[src/rtl/wdt_pkg.sv]
package wdt_pkg;
  localparam int ADDR_W = 4;
  localparam int DATA_W = 8;
  localparam logic [ADDR_W-1:0] OFS_CTRL    = 4'hC;
  localparam logic [ADDR_W-1:0] OFS_CNT     = 4'hD;
  localparam logic [ADDR_W-1:0] OFS_RCTL_WR = 4'hE;
  localparam logic [ADDR_W-1:0] OFS_RCTL_RD = 4'hF;
  localparam logic [DATA_W-1:0] KEY_A = 8'hA5;
  localparam logic [DATA_W-1:0] KEY_B = 8'h5A;
  localparam int MODE_BIT = 6;
  localparam int EN_BIT   = 5;
  localparam int FLAG_BIT = 7;
  localparam int RSTE_BIT = 6;
endpackage

[src/rtl/wdt_counter.sv]
module wdt_counter #(
  parameter int CNT_W = 8
) (
  input  logic             clk,
  input  logic             rst,
  input  logic             en,
  input  logic             wd_mode,
  input  logic             tick,
  input  logic             ld,
  input  logic [CNT_W-1:0] ld_val,
  output logic [CNT_W-1:0] cnt,
  output logic             ovf_evt
);
  localparam logic [CNT_W-1:0] CNT_MAX = {CNT_W{1'b1}};

  always_ff @(posedge clk) begin
    if (rst)       cnt <= '0;
    else if (!en)  cnt <= '0;
    else if (ld)   cnt <= ld_val;
    else if (tick) cnt <= cnt + 1'b1;
  end

  assign ovf_evt = en && wd_mode && tick && !ld && (cnt == CNT_MAX);

  p_hold_zero_r2: assert property (@(posedge clk) disable iff (rst)
    !en |=> (cnt == '0));
  p_step_r2: assert property (@(posedge clk) disable iff (rst)
    (en && tick && !ld) |=> (cnt == CNT_W'($past(cnt) + 1'b1)));
  p_load_r3: assert property (@(posedge clk) disable iff (rst)
    (en && ld) |=> (cnt == $past(ld_val)));
endmodule

[src/rtl/wdt_pulse.sv]
module wdt_pulse #(
  parameter int LEN_W = 10
) (
  input  logic             clk,
  input  logic             rst,
  input  logic             start,
  input  logic [LEN_W-1:0] len,
  output logic             active
);
  logic [LEN_W-1:0] rem;

  always_ff @(posedge clk) begin
    if (rst) begin
      rem    <= '0;
      active <= 1'b0;
    end else if (start) begin
      rem    <= len;
      active <= (len != '0);
    end else begin
      if (rem != '0) rem <= rem - 1'b1;
      active <= (rem > LEN_W'(1));
    end
  end

  p_start_raises_r4: assert property (@(posedge clk) disable iff (rst)
    (start && len != '0) |=> active);
endmodule

[src/rtl/wdt_regs.sv]
module wdt_regs
  import wdt_pkg::*;
#(
  parameter int CNT_W = 8
) (
  input  logic                clk,
  input  logic                rst,
  input  logic                wr_en,
  input  logic [ADDR_W-1:0]   wr_addr,
  input  logic [2*DATA_W-1:0] wr_data,
  input  logic [ADDR_W-1:0]   rd_addr,
  input  logic [CNT_W-1:0]    cnt,
  input  logic                ovf_evt,
  output logic                wd_mode,
  output logic                en,
  output logic                rste,
  output logic                flag,
  output logic                cnt_ld,
  output logic [CNT_W-1:0]    cnt_ld_val,
  output logic [DATA_W-1:0]   rd_data
);
  logic [DATA_W-1:0] key, lo;
  logic ctrl_wr, rste_wr, flag_clr;
  logic [DATA_W-1:0] rd_next;

  assign key = wr_data[2*DATA_W-1:DATA_W];
  assign lo  = wr_data[DATA_W-1:0];

  assign ctrl_wr    = wr_en && (wr_addr == OFS_CTRL)    && (key == KEY_A);
  assign cnt_ld     = wr_en && (wr_addr == OFS_CTRL)    && (key == KEY_B);
  assign rste_wr    = wr_en && (wr_addr == OFS_RCTL_WR) && (key == KEY_B);
  assign flag_clr   = wr_en && (wr_addr == OFS_RCTL_WR) && (key == KEY_A) && (lo == '0);
  assign cnt_ld_val = CNT_W'(lo);

  always_ff @(posedge clk) begin
    if (rst) begin
      wd_mode <= 1'b0;
      en      <= 1'b0;
      rste    <= 1'b0;
      flag    <= 1'b0;
    end else begin
      if (ctrl_wr) begin
        wd_mode <= lo[MODE_BIT];
        en      <= lo[EN_BIT];
      end
      if (rste_wr) rste <= lo[RSTE_BIT];
      if (ovf_evt)       flag <= 1'b1;
      else if (flag_clr) flag <= 1'b0;
    end
  end

  always_comb begin
    rd_next = '0;
    case (rd_addr)
      OFS_CTRL: begin
        rd_next[MODE_BIT] = wd_mode;
        rd_next[EN_BIT]   = en;
      end
      OFS_CNT: rd_next = DATA_W'(cnt);
      OFS_RCTL_RD: begin
        rd_next[FLAG_BIT] = flag;
        rd_next[RSTE_BIT] = rste;
      end
      default: rd_next = '0;
    endcase
  end

  always_ff @(posedge clk) begin
    if (rst) rd_data <= '0;
    else     rd_data <= rd_next;
  end

  p_badkey_ignored_r8: assert property (@(posedge clk) disable iff (rst)
    (wr_en && key != KEY_A && key != KEY_B) |=> $stable({wd_mode, en, rste}));
  p_flag_sticky_r6: assert property (@(posedge clk) disable iff (rst)
    (flag && !flag_clr) |=> flag);
  p_rste_wr_no_flag_r7: assert property (@(posedge clk) disable iff (rst)
    (!flag && rste_wr && !ovf_evt) |=> !flag);
endmodule

[src/rtl/wdt_core.sv]
module wdt_core
  import wdt_pkg::*;
#(
  parameter int CNT_W      = 8,
  parameter int OVF_LEN_RE = 132,
  parameter int OVF_LEN_NR = 130,
  parameter int IRST_LEN   = 518
) (
  input  logic                clk,
  input  logic                rst,
  input  logic                tick_i,
  input  logic                wr_en_i,
  input  logic [ADDR_W-1:0]   wr_addr_i,
  input  logic [2*DATA_W-1:0] wr_data_i,
  input  logic [ADDR_W-1:0]   rd_addr_i,
  output logic [DATA_W-1:0]   rd_data_o,
  output logic                ovf_o,
  output logic                irst_o
);
  localparam int MAX_LEN = (IRST_LEN > OVF_LEN_RE) ? IRST_LEN : OVF_LEN_RE;
  localparam int LEN_W   = $clog2(MAX_LEN + 1);
  localparam logic [LEN_W-1:0] L_RE   = LEN_W'(OVF_LEN_RE);
  localparam logic [LEN_W-1:0] L_NR   = LEN_W'(OVF_LEN_NR);
  localparam logic [LEN_W-1:0] L_IRST = LEN_W'(IRST_LEN);

  logic wd_mode, en, rste, flag, cnt_ld, ovf_evt;
  logic [CNT_W-1:0] cnt, cnt_ld_val;

  wdt_regs #(.CNT_W(CNT_W)) u_regs (
    .clk(clk), .rst(rst), .wr_en(wr_en_i), .wr_addr(wr_addr_i),
    .wr_data(wr_data_i), .rd_addr(rd_addr_i), .cnt(cnt), .ovf_evt(ovf_evt),
    .wd_mode(wd_mode), .en(en), .rste(rste), .flag(flag), .cnt_ld(cnt_ld),
    .cnt_ld_val(cnt_ld_val), .rd_data(rd_data_o)
  );

  wdt_counter #(.CNT_W(CNT_W)) u_cnt (
    .clk(clk), .rst(rst), .en(en), .wd_mode(wd_mode), .tick(tick_i),
    .ld(cnt_ld), .ld_val(cnt_ld_val), .cnt(cnt), .ovf_evt(ovf_evt)
  );

  wdt_pulse #(.LEN_W(LEN_W)) u_ovf_pulse (
    .clk(clk), .rst(rst), .start(ovf_evt), .len(rste ? L_RE : L_NR),
    .active(ovf_o)
  );

  wdt_pulse #(.LEN_W(LEN_W)) u_irst_pulse (
    .clk(clk), .rst(rst), .start(ovf_evt && rste), .len(L_IRST),
    .active(irst_o)
  );

  p_irst_with_ovf_r5: assert property (@(posedge clk) disable iff (rst)
    $rose(irst_o) |-> ovf_o);
  p_irst_needs_rste_r5: assert property (@(posedge clk) disable iff (rst)
    $rose(irst_o) |-> $past(rste));
  p_flag_on_ovf_r6: assert property (@(posedge clk) disable iff (rst)
    $rose(ovf_o) |-> flag);
  p_wd_mode_only_r1: assert property (@(posedge clk) disable iff (rst)
    $rose(ovf_o) |-> $past(wd_mode && en));
endmodule

[config.mk]
export PLATFORM = sky130hd
export DESIGN_NAME = wdt_core
export DESIGN_NICKNAME = d
export VERILOG_FILES = /design/src/rtl/wdt_pkg.sv /design/src/rtl/wdt_counter.sv /design/src/rtl/wdt_pulse.sv /design/src/rtl/wdt_regs.sv /design/src/rtl/wdt_core.sv
export SDC_FILE = /design/constraint.sdc
export NUM_CORES = 1
export LEC_CHECK = 0
export BUFFER_PORTS_ARGS = -buffer_cell sky130_fd_sc_hd__buf_4
export CELL_PAD_IN_SITES_DETAIL_PLACEMENT = 0
export CELL_PAD_IN_SITES_GLOBAL_PLACEMENT = 1
export CORE_ASPECT_RATIO = 1.75
export CORE_MARGIN = 8
export CORE_UTILIZATION = 44
export CTS_BUF_LIST = sky130_fd_sc_hd__clkbuf_4
export DETAILED_ROUTE_END_ITERATION = 6
export PLACE_DENSITY = 0.91
export SYNTH_ARGS = -nofsm -noshare
export SYNTH_HDL_FRONTEND = slang
export SYNTH_SLANG_ARGS = --single-unit
[constraint.sdc]
create_clock -name clk -period 2.16 [get_ports clk]
set_input_delay 0.324 -clock clk [delete_from_list [all_inputs] [get_ports clk]]
set_output_delay 0.324 -clock clk [all_outputs]
set_load 0.005 [all_outputs]
# Word level (Yosys, flattened, before mapping)
# Index checks and enable logic that the tools add are counted.
[totals] elab_cells=65 input_bits=28 register_bits=42
[op_classes] n_addsub=3 n_lt_le_gt_ge=2 bitwise_logic=2 eq_ne=8 n_reduce_logical=24 mux=14
[ops] op="$mux W10" n=4
[ops] op="$reduce_bool A10 Y1" n=3
[ops] op="$eq A4 B4 Y1 const B" n=5
[ops] op="$gt A10 B1 Y1 const B" n=2
[ops] op="$sub A10 B1 Y10 const B" n=2
[ops] op="$eq A8 B8 Y1 const B" n=2
[ops] op="$mux W8" n=2
[ops] op="$logic_and A1 B1 Y1" n=12
[ops] op="$add A8 B1 Y8 const B" n=1
[ops] op="$eq A8 B7 Y1 const B" n=1
[ops] op="$logic_not A8 Y1" n=1
[ops] op="$reduce_bool A2 Y1" n=4
[ops] op="$reduce_or A2 Y1" n=3
[ops] op="$mux W1" n=4
[ops] op="$pmux W1 S2" n=2
[ops] op="$mux W3" n=1
[ops] op="$pmux W1 S3" n=1
[ops] op="$not A1 Y1" n=2
[ops] op="$logic_not A1 Y1" n=1

# Logic depth before layout (Yosys ltp)
# Gate-level depths: netlist of run 1.
[logic_depth] ltp_word=8 ltp_mapped=6

# Modules after synthesis
# From an unflattened synthesis of run 1, not the netlist that was laid out.
[unflattened] hier_cells=282 hier_area_um2=2418.6
[modules_own_cells] module="wdt_pulse" area_each_um2=660.6 n_inst=2 seq_area_each_um2=220.2 cells_per_inst=81
[modules_own_cells] module="wdt_regs" area_each_um2=614.3 n_inst=1 seq_area_each_um2=240.2 cells_per_inst=60
[modules_own_cells] module="wdt_counter" area_each_um2=465.4 n_inst=1 seq_area_each_um2=160.2 cells_per_inst=56
[modules_own_cells] module="wdt_core" area_each_um2=17.5 n_inst=1 seq_area_each_um2=0.0 cells_per_inst=4

# Worst setup path before layout of run 1
# Ideal clock, no wire load.
[synth_timing] path_type="flip-flop to flip-flop" startpoint="register u_irst_pulse.rem[0]" endpoint="register u_irst_pulse.rem[6]" path_buffers=0 path_slack_ns=0.389 t_arrival_ns=1.702 path_stages_with_launch=7 path_cell_list="dfxtp_1 -> inv_1 -> ha_1 -> or3b_4 -> a31oi_4 -> or4b_1 -> a21oi_1"
[synth_via] elab_chain_len=1
[synth_lines] item="start, declared" line_no="wdt_pulse.sv:10" source="logic [LEN_W-1:0] rem;"
[synth_lines] item="start signal, assigned" line_no="wdt_pulse.sv:17" source="rem <= len;"
[synth_lines] item="start signal, assigned" line_no="wdt_pulse.sv:20" source="if (rem != '0) rem <= rem - 1'b1;"
[synth_lines] item="$sub A10 B1 Y10 or $reduce_bool A10 Y1 (tied branches)" line_no="wdt_pulse.sv:20"
# Several ways; a longest one is shown, not always the timed one.
# A chain may end at the register's enable or synchronous reset.

# Worst setup path in the final report of run 1
[layout_timing] startpoint="register u_irst_pulse.rem[1]" endpoint="register u_irst_pulse.rem[6]"
# The elaborated chain is that of the path after synthesis.

==> results.md, run 1 <==
- Outcome: completed
- Detailed router's first-iteration violation count: 64
- Clk_skew: ~0.0074 ns
- Ys Warns: 0
- Wire length after detailed routing: about 5000 um
- Clk slew on worst S/H paths: 0.13 ns
- Synth top cells by count: 42 x dfxtp_1, 25 x nor2_1, 12 x a21oi_1, 12 x nand2_1
- Unrepaired setup endpoints after global routing: no
- Critical Path Source Type: flop
- Family with the most delay on the worst path: simple AND/OR/NAND/NOR gates
- Mapped Cells: ~220
- FP Rows: 33
- Horiz. Die Dim: slightly below 70 um
- Synth area leader: dfxtp_1
- Worst skew pair latency: between 0.3 and 0.4 ns
- HPWL after DPL: roughly 4100 um
- CTS Sinks: 42
- Clock power frac: a little under a fifth
- Setup bufs post-CTS: 0
- Yosys top cell area share: 40.2%
- Max Cap Viol: 0
- M2 GR Usage: between 20% and 30%
- Post-synth EDFFs: 0
- Synth cell types: 53
- First-pass GRT wire length: 8570 um
- Sw power: approximately 0.00093 W
- Final Non-Filler Cells: between 300 and 400
- Total number of vias: about 1,900
- Area Overhead vs Synth: 20.0%
- Final setup TNS: 0 ns
- DIE AREA: 0.00731 mm2
- Vias in the first global route: about 1,900
- Final Cell Area: approximately 0.0025 mm2
- WP data arrival: between 2 and 2.5 ns
- Via-to-Cell Ratio: between 5 and 6
- Period minus WS final: 1.89 ns
- Drt drc: 0
- Fraction of layout cells with a size suffix above 1: around a quarter
- Sw Share: a little over a third
- CP bufs+invs: 1
- CP max stage delay: roughly 0.44 ns
- Top post-synthesis cells by area: dfxtp_1 40%, nor2_1 4.5%, xnor2_1 3.8%, ha_1 3.6%, mux2i_1 3.3%
- Crit-path cells: inv_1 > ha_1 > or3b_4 > a31oi_4 > or4b_1 > a21oi_1
- Final worst path period share: about 87%
- Post-DRT Antenna Nets: 0
- CTS resizes: 0
- Synth Cell Area: 0.00209 mm2
- CTS Buffer Depth: 2
- Core area: roughly 0.0046 mm2
- Critical path fanouts, max: 4
- PD cells: around 1100 mW/mm2
- Starting Density: between 40% and 50%
- Syn Area/Cell: approximately 9.4 um2
- Final Max Tran Viols: 0
- CTS buffer count: 5
- Setup crit end kind: flop
- CP Data Required Time: 2.45 ns
- Leakage: about 1 nW
- Gr usage total: 15.0%
- Combinational fraction of design power: a little over two fifths
- GPL Wtd Cong: 0.801
- Placed insts: 310
- Int Pwr: between 0.0015 and 0.002 W
- Root Buffer: clkbuf_4
- Gr busiest metal: met2
- 1st-pass router iterations: 4
- Asr flop ratio synth: 0%
- Count leader, synth: dfxtp_1
- Worst Hold Class: input port to flop
- Met3 Use GR: about 4.3%
- Sequential area share after synthesis: 40.2%
- Htree depth: 2
- Port buffer count: 37
- GRT Residual Overflow: 0
- WL/cell: between 15 and 20 um
- Ports: 38
- Final setup fails: 0
- Final hold violation count: 0
- Nets: approximately 300
- DP Area: between 0.002 and 0.0025 mm2
- Fmax achieved: ~530 MHz
- Initial antenna violation count: 0
- CTS tree: built
- Flops & latches, synth: 42
- Worst slew pin tran: 0.534 ns
- Hold buffers post-CTS: 0
- Reg power frac: between 30% and 40%
- Fillers: approximately 480
- Height of the die: about 110 um
- Global routing usage on met1: a little over an eighth
- Worst VDD drop: 0.649 mV
- Worst path slowest cell: or4b_1
- Main flop type after synthesis: dfxtp_1
- Max_slew headroom: 63.9%
- Diode count: 0
- Largest net degree at the start of global routing: 15
- Syn Nets: between 200 and 300
- Critical path class: flop to flop
[stage by stage]
| stage | util [%] | hold WS [ns] | worst slack [ns] | total power [W] |
|---|---|---|---|---|
| after global placement | 52.7 | 0.482 | 0.354 | 0.00213 |
| after floorplan | - | 0.403 | 0.389 | 0.00191 |
| final | 54.3 | 0.189 | 0.273 | 0.00266 |
| after detailed placement | 52.7 | 0.486 | 0.314 | 0.00217 |
| after CTS | 54.3 | 0.171 | 0.272 | 0.00267 |
| after global routing | 54.3 | 0.163 | 0.122 | 0.00284 |
[power by group through the flow]
stage | clock network (W) | logic [W] | registers (W)
floorplan | 0 | 0.000877 | 0.00103
global placement | 0 | 0.00108 | 0.00106
detailed placement | 0 | 0.00111 | 0.00106
CTS | 0.000514 | 0.00111 | 0.00104
global route | 0.000542 | 0.00124 | 0.00107
finish | 0.000504 | 0.00111 | 0.00104
[layer usage]
layer / share of wire [%] / wire, um
met3: 4.1 / 209
met2: 58 / 2970
met5: 0 / 0
met4: 3.5 / 182
met1: 34 / 1760
[area by class of cell]
class | count | area [um2] | share of cell area (%)
inverters | 5 | 18.8 | 0.747
clock inverters | 3 | 40.0 | 1.59
well taps | 52 | 65.1 | 2.59
multi-input cells | 171 | 1210 | 48.2
flip-flops and latches | 42 | 841 | 33.5
clock buffers | 5 | 37.5 | 1.49
repair buffers | 40 | 300 | 12.0
[worst paths after layout]
kind,from,to,cells after the start,slack [ns]
min reg2reg,u_ovf_pulse.rem[8],u_ovf_pulse.rem[8],2,0.50
max,u_irst_pulse.rem[1],u_irst_pulse.rem[6],6,0.27
max reg2reg,u_irst_pulse.rem[1],u_irst_pulse.rem[6],6,0.27
min,rd_addr_i[1],u_regs.rd_data[5],2,0.19
[placed cells by master (no fill, tap or decap), types with 6 or more instances in the layout]
cell	count
dfxtp_1	42
buf_4	40
nor2_1	25
nand2_1	12
a21oi_1	12
a211oi_1	9
xnor2_1	9
nand3_1	7
mux2i_1	7
nand4_1	6
ha_1	6
[logic make-up after synthesis]
logic type               after synthesis  synth area share (%)
AO/OA/AOI/OAI                         40                  13.1
multiplexers                          10                  4.96
buffers and inverters                  9                  2.03
adder cells (fa/ha/maj)                6                  3.59
XOR/XNOR                              14                  5.86
AND/OR/NAND/NOR                      101                  30.3
flip-flops                            42                  40.2
[registers in the layout, summed over array words and instances (netlist names)]
signal,cells
u_cnt.cnt,8
u_irst_pulse.active,1
u_irst_pulse.rem,10
u_ovf_pulse.active,1
u_ovf_pulse.rem,10
u_regs.en,1
u_regs.flag,1
u_regs.rd_data,8
u_regs.rste,1
u_regs.wd_mode,1
(Power assumes the default switching activity.)
==> run 2, diff against run 1 <==
Settings changed: ABC_AREA set to 1, CORE_UTILIZATION 44 to 41, PLACE_DENSITY 0.91 to 0.9.
==> results.md, run 2 <==
- Outcome: completed
- Synth cell types: 32 (-40%)
- Drt drc: 0 (unchanged)
- Placed insts: 408 (+32%)
- Clock power frac: 16.2% (-2.8 points)
- First-pass GRT wire length: 8840 um (+3.1%)
- Main flop type after synthesis: dfxtp_1
- Synth area leader: dfxtp_1
- Hold buffers post-CTS: 0 (unchanged)
- Sw Share: 41.5% (+6.5 points)
- Ys Warns: 0 (unchanged)
- WP data arrival: 1.88 ns (-0.30 ns)
- Area Overhead vs Synth: 18.2%
- Worst path slowest cell: dfxtp_1
- Syn Nets: 352 (+38%)
- Reg power frac: 36.9% (-2.4 points)
- HPWL after DPL: 4190 um (+3.5%)
- CTS Buffer Depth: 2 (unchanged)
- Regs by FF count: u_irst_pulse.rem x10, u_ovf_pulse.rem x10
- CTS tree: built
- Fraction of layout cells with a size suffix above 1: 16.9% (-7.9 points)
- Nets: 394 (+32%)
- Final worst path period share: 73.8% (-14 points)
- Setup crit end kind: flop
- Most frequent cells in the layout: 61 x nand2_1, 48 x nor2_1, 44 x inv_1, 42 x dfxtp_1, 37 x buf_4
- Min-Delay Path Depth: 2 (unchanged)
- GRT Residual Overflow: 0 (unchanged)
- Sw power: 0.00122 W (+31%)
- Gr usage total: 13.4% (-1.7 points)
- Final hold violation count: 0 (unchanged)
- Top post-synthesis cells by area: dfxtp_1 38%, nand2_1 10%, nor2_1 8.1%, inv_1 7.5%, nand3_1 5.4%
- Final setup TNS: 0 ns (unchanged)
- DIE AREA: 0.00809 mm2 (+11%)
- Max Used Layer: met4
- CP Data Required Time: 2.45 ns (about the same)
- Htree depth: 2 (unchanged)
- Syn Area/Cell: 6.96 um2 (-26%)
- Ports: 38 (unchanged)
- DP Area: 0.00254 mm2 (+4.5%)
- GPL Wtd Cong: 0.790 (-1.4%)
- Root Buffer: clkbuf_4
- Largest net degree at the start of global routing: 19 (+4)
- Synth Cell Area: 0.00221 mm2 (+5.7%)
- Max_slew headroom: 74.5% (+11 points)
- FP Rows: 35 (+6.1%)
- Yosys top cell area share: 38.0% (-2.2 points)
- Final Cell Area: 0.00262 mm2 (+4.1%)
- Core Util, Final: 49.8% (-4.6 points)
- Critical path fanouts, max: 7 (+3)
- Synth top cells by count: 61 x nand2_1, 48 x nor2_1, 44 x inv_1, 42 x dfxtp_1, 24 x nand3_1
- Worst Hold Class: input port to flop
- Diode count: 0 (unchanged)
- CTS Sinks: 42 (unchanged)
- Initial antenna violation count: 0 (unchanged)
- Clk slew on worst S/H paths: 0.12 ns (about the same)
- Post-DRT Antenna Nets: 0 (unchanged)
- Combinational fraction of design power: 46.9% (+5.2 points)
- Starting Density: 42.1% (-3.2 points)
- Height of the die: 113 um (+5.5%)
- Final Max Tran Viols: 0 (unchanged)
- Critical path class: flop to flop
- Asr flop ratio synth: 0% (unchanged)
- Mapped Cells: 318 (+43%)
- Detailed router's first-iteration violation count: 63 (-1.6%)
- Clk_skew: 0.0138 ns (+0.00639 ns)
- CP max stage delay: 0.36 ns (-0.08 ns)
- PD cells: 1130 mW/mm2 (+6.5%)
- Setup bufs post-CTS: 0 (unchanged)
- CTS resizes: 0 (unchanged)
- Final setup fails: 0 (unchanged)
- Fmax achieved: 627 MHz (+18%)
- Via-to-Cell Ratio: 5.07 (-13%)
- WL/cell: 12.3 um (-24%)
- Vias in the first global route: 2,142 (+11%)
- CTS buffer count: 5 (unchanged)
- Critical Path Source Type: flop
- Met3 wire len: 150 um (-28%)
- Horiz. Die Dim: 71.5 um (+5.0%)
- Core area: 0.00526 mm2 (+14%)
- Int Pwr: 0.00172 W (-0.26%)
- Crit-path cells: inv_1 > ha_1 > inv_1 > nor3_1 > xor2_1 > nand2_1 > nor2_1
- Total number of vias: 2,105 (+14%)
- Cell mode on critical path: inv_1
- Port buffer count: 37 (unchanged)
- Pwr Total: 0.00294 W (+11%)
- Period minus WS final: 1.59 ns (-0.292 ns)
- Wire length after detailed routing: 5120 um (-0.21%)
- Sequential area share after synthesis: 38.0% (-2.2 points)
- Flops & latches, synth: 42 (unchanged)
- 1st-pass router iterations: 4 (unchanged)
- Leakage: 1.17 nW (+18%)
- Max Cap Viol: 0 (unchanged)
- Worst slew pin tran: 0.381 ns (-0.154 ns)
- DRT met1 WL: 2060 um (+17%)
- Post-synth EDFFs: 0 (unchanged)
- Unrepaired setup endpoints after global routing: no
- Worst VDD drop: 0.450 mV (-31%)
- Worst skew pair latency: 0.35 ns (about the same)
- Commonest non-fill, non-tap cell in the layout: nand2_1
- Final Non-Filler Cells: 415 (+31%)
- Worst R2R Path Depth: 7 (+1)
- WL met2: 2810 um (-5.6%)
- Count leader, synth: nand2_1
==> run 2: changes by cell type after synthesis, sizes merged, moves of 9 or more <==
cell    delta
a211oi     -9
inv       +41
nand2     +55
nand3     +19
nor2      +26
o21ai     +12
==> run 2: power groups by stage <==
stage | logic (W) | registers, W | clock network, W
floorplan | 0.00108 | 0.00108 | 0
global placement | 0.00136 | 0.00110 | 0
detailed placement | 0.00138 | 0.00111 | 0
CTS | 0.00139 | 0.00109 | 0.000491
global route | 0.00158 | 0.00111 | 0.000522
finish | 0.00138 | 0.00109 | 0.000477
==> run 2: final timing paths <==
kind | startpoint | end | slack (ns)
worst max-delay path | u_irst_pulse.rem[0] | u_irst_pulse.rem[6] | 0.57
worst min-delay path | rst | u_ovf_pulse.rem[5] | 0.23
worst max register to register | u_irst_pulse.rem[0] | u_irst_pulse.rem[6] | 0.57
worst min register to register | u_ovf_pulse.rem[7] | u_ovf_pulse.rem[7] | 0.48
==> run 2: stage by stage <==
stage	hold slack [ns]	setup slack, ns
final	0.230	0.565
after global routing	0.220	0.412
after CTS	0.215	0.560
after detailed placement	0.464	0.526
after global placement	0.463	0.569
after floorplan	0.439	0.807
==> run 2: cell type report <==
class,instances,area (um2)
clock buffer,5,37.5
clock inverter,2,33.8
fill,544,2640
inverter,48,181
multi-input combinational,226,1170
sequential,42,841
tap,55,68.8
timing repair buffer,37,278
==> run 2: worst max-delay path, delay by kind of cell, from the launching register on <==
family                   cells  cell delay [ns]
buffers and inverters        2             0.28
flip-flops                   1             0.36
XOR/XNOR                     1             0.18
adder cells (fa/ha/maj)      1             0.27
AND/OR/NAND/NOR              3             0.44
==> run 2: cells by family after synthesis <==
group	count (synthesis)	share of synthesized area, %
AOI/OAI and AO/OA	44	10.5
xor gates and xnor gates	11	4.36
adders and majority gates	6	3.39
buffers and inverters	50	8.88
DFF	42	38.0
and+or+nand+nor	165	34.9
==> run 2: layer usage <==
| layer | GRT usage [%] | vias to the layer above |
|---|---|---|
| met4 | 6.58 | 0 |
| met2 | 26.1 | 41 |
| met5 | 0 | - |
| li1 | - | 1105 |
| met3 | 2.66 | 7 |
| met1 | 12.6 | 952 |
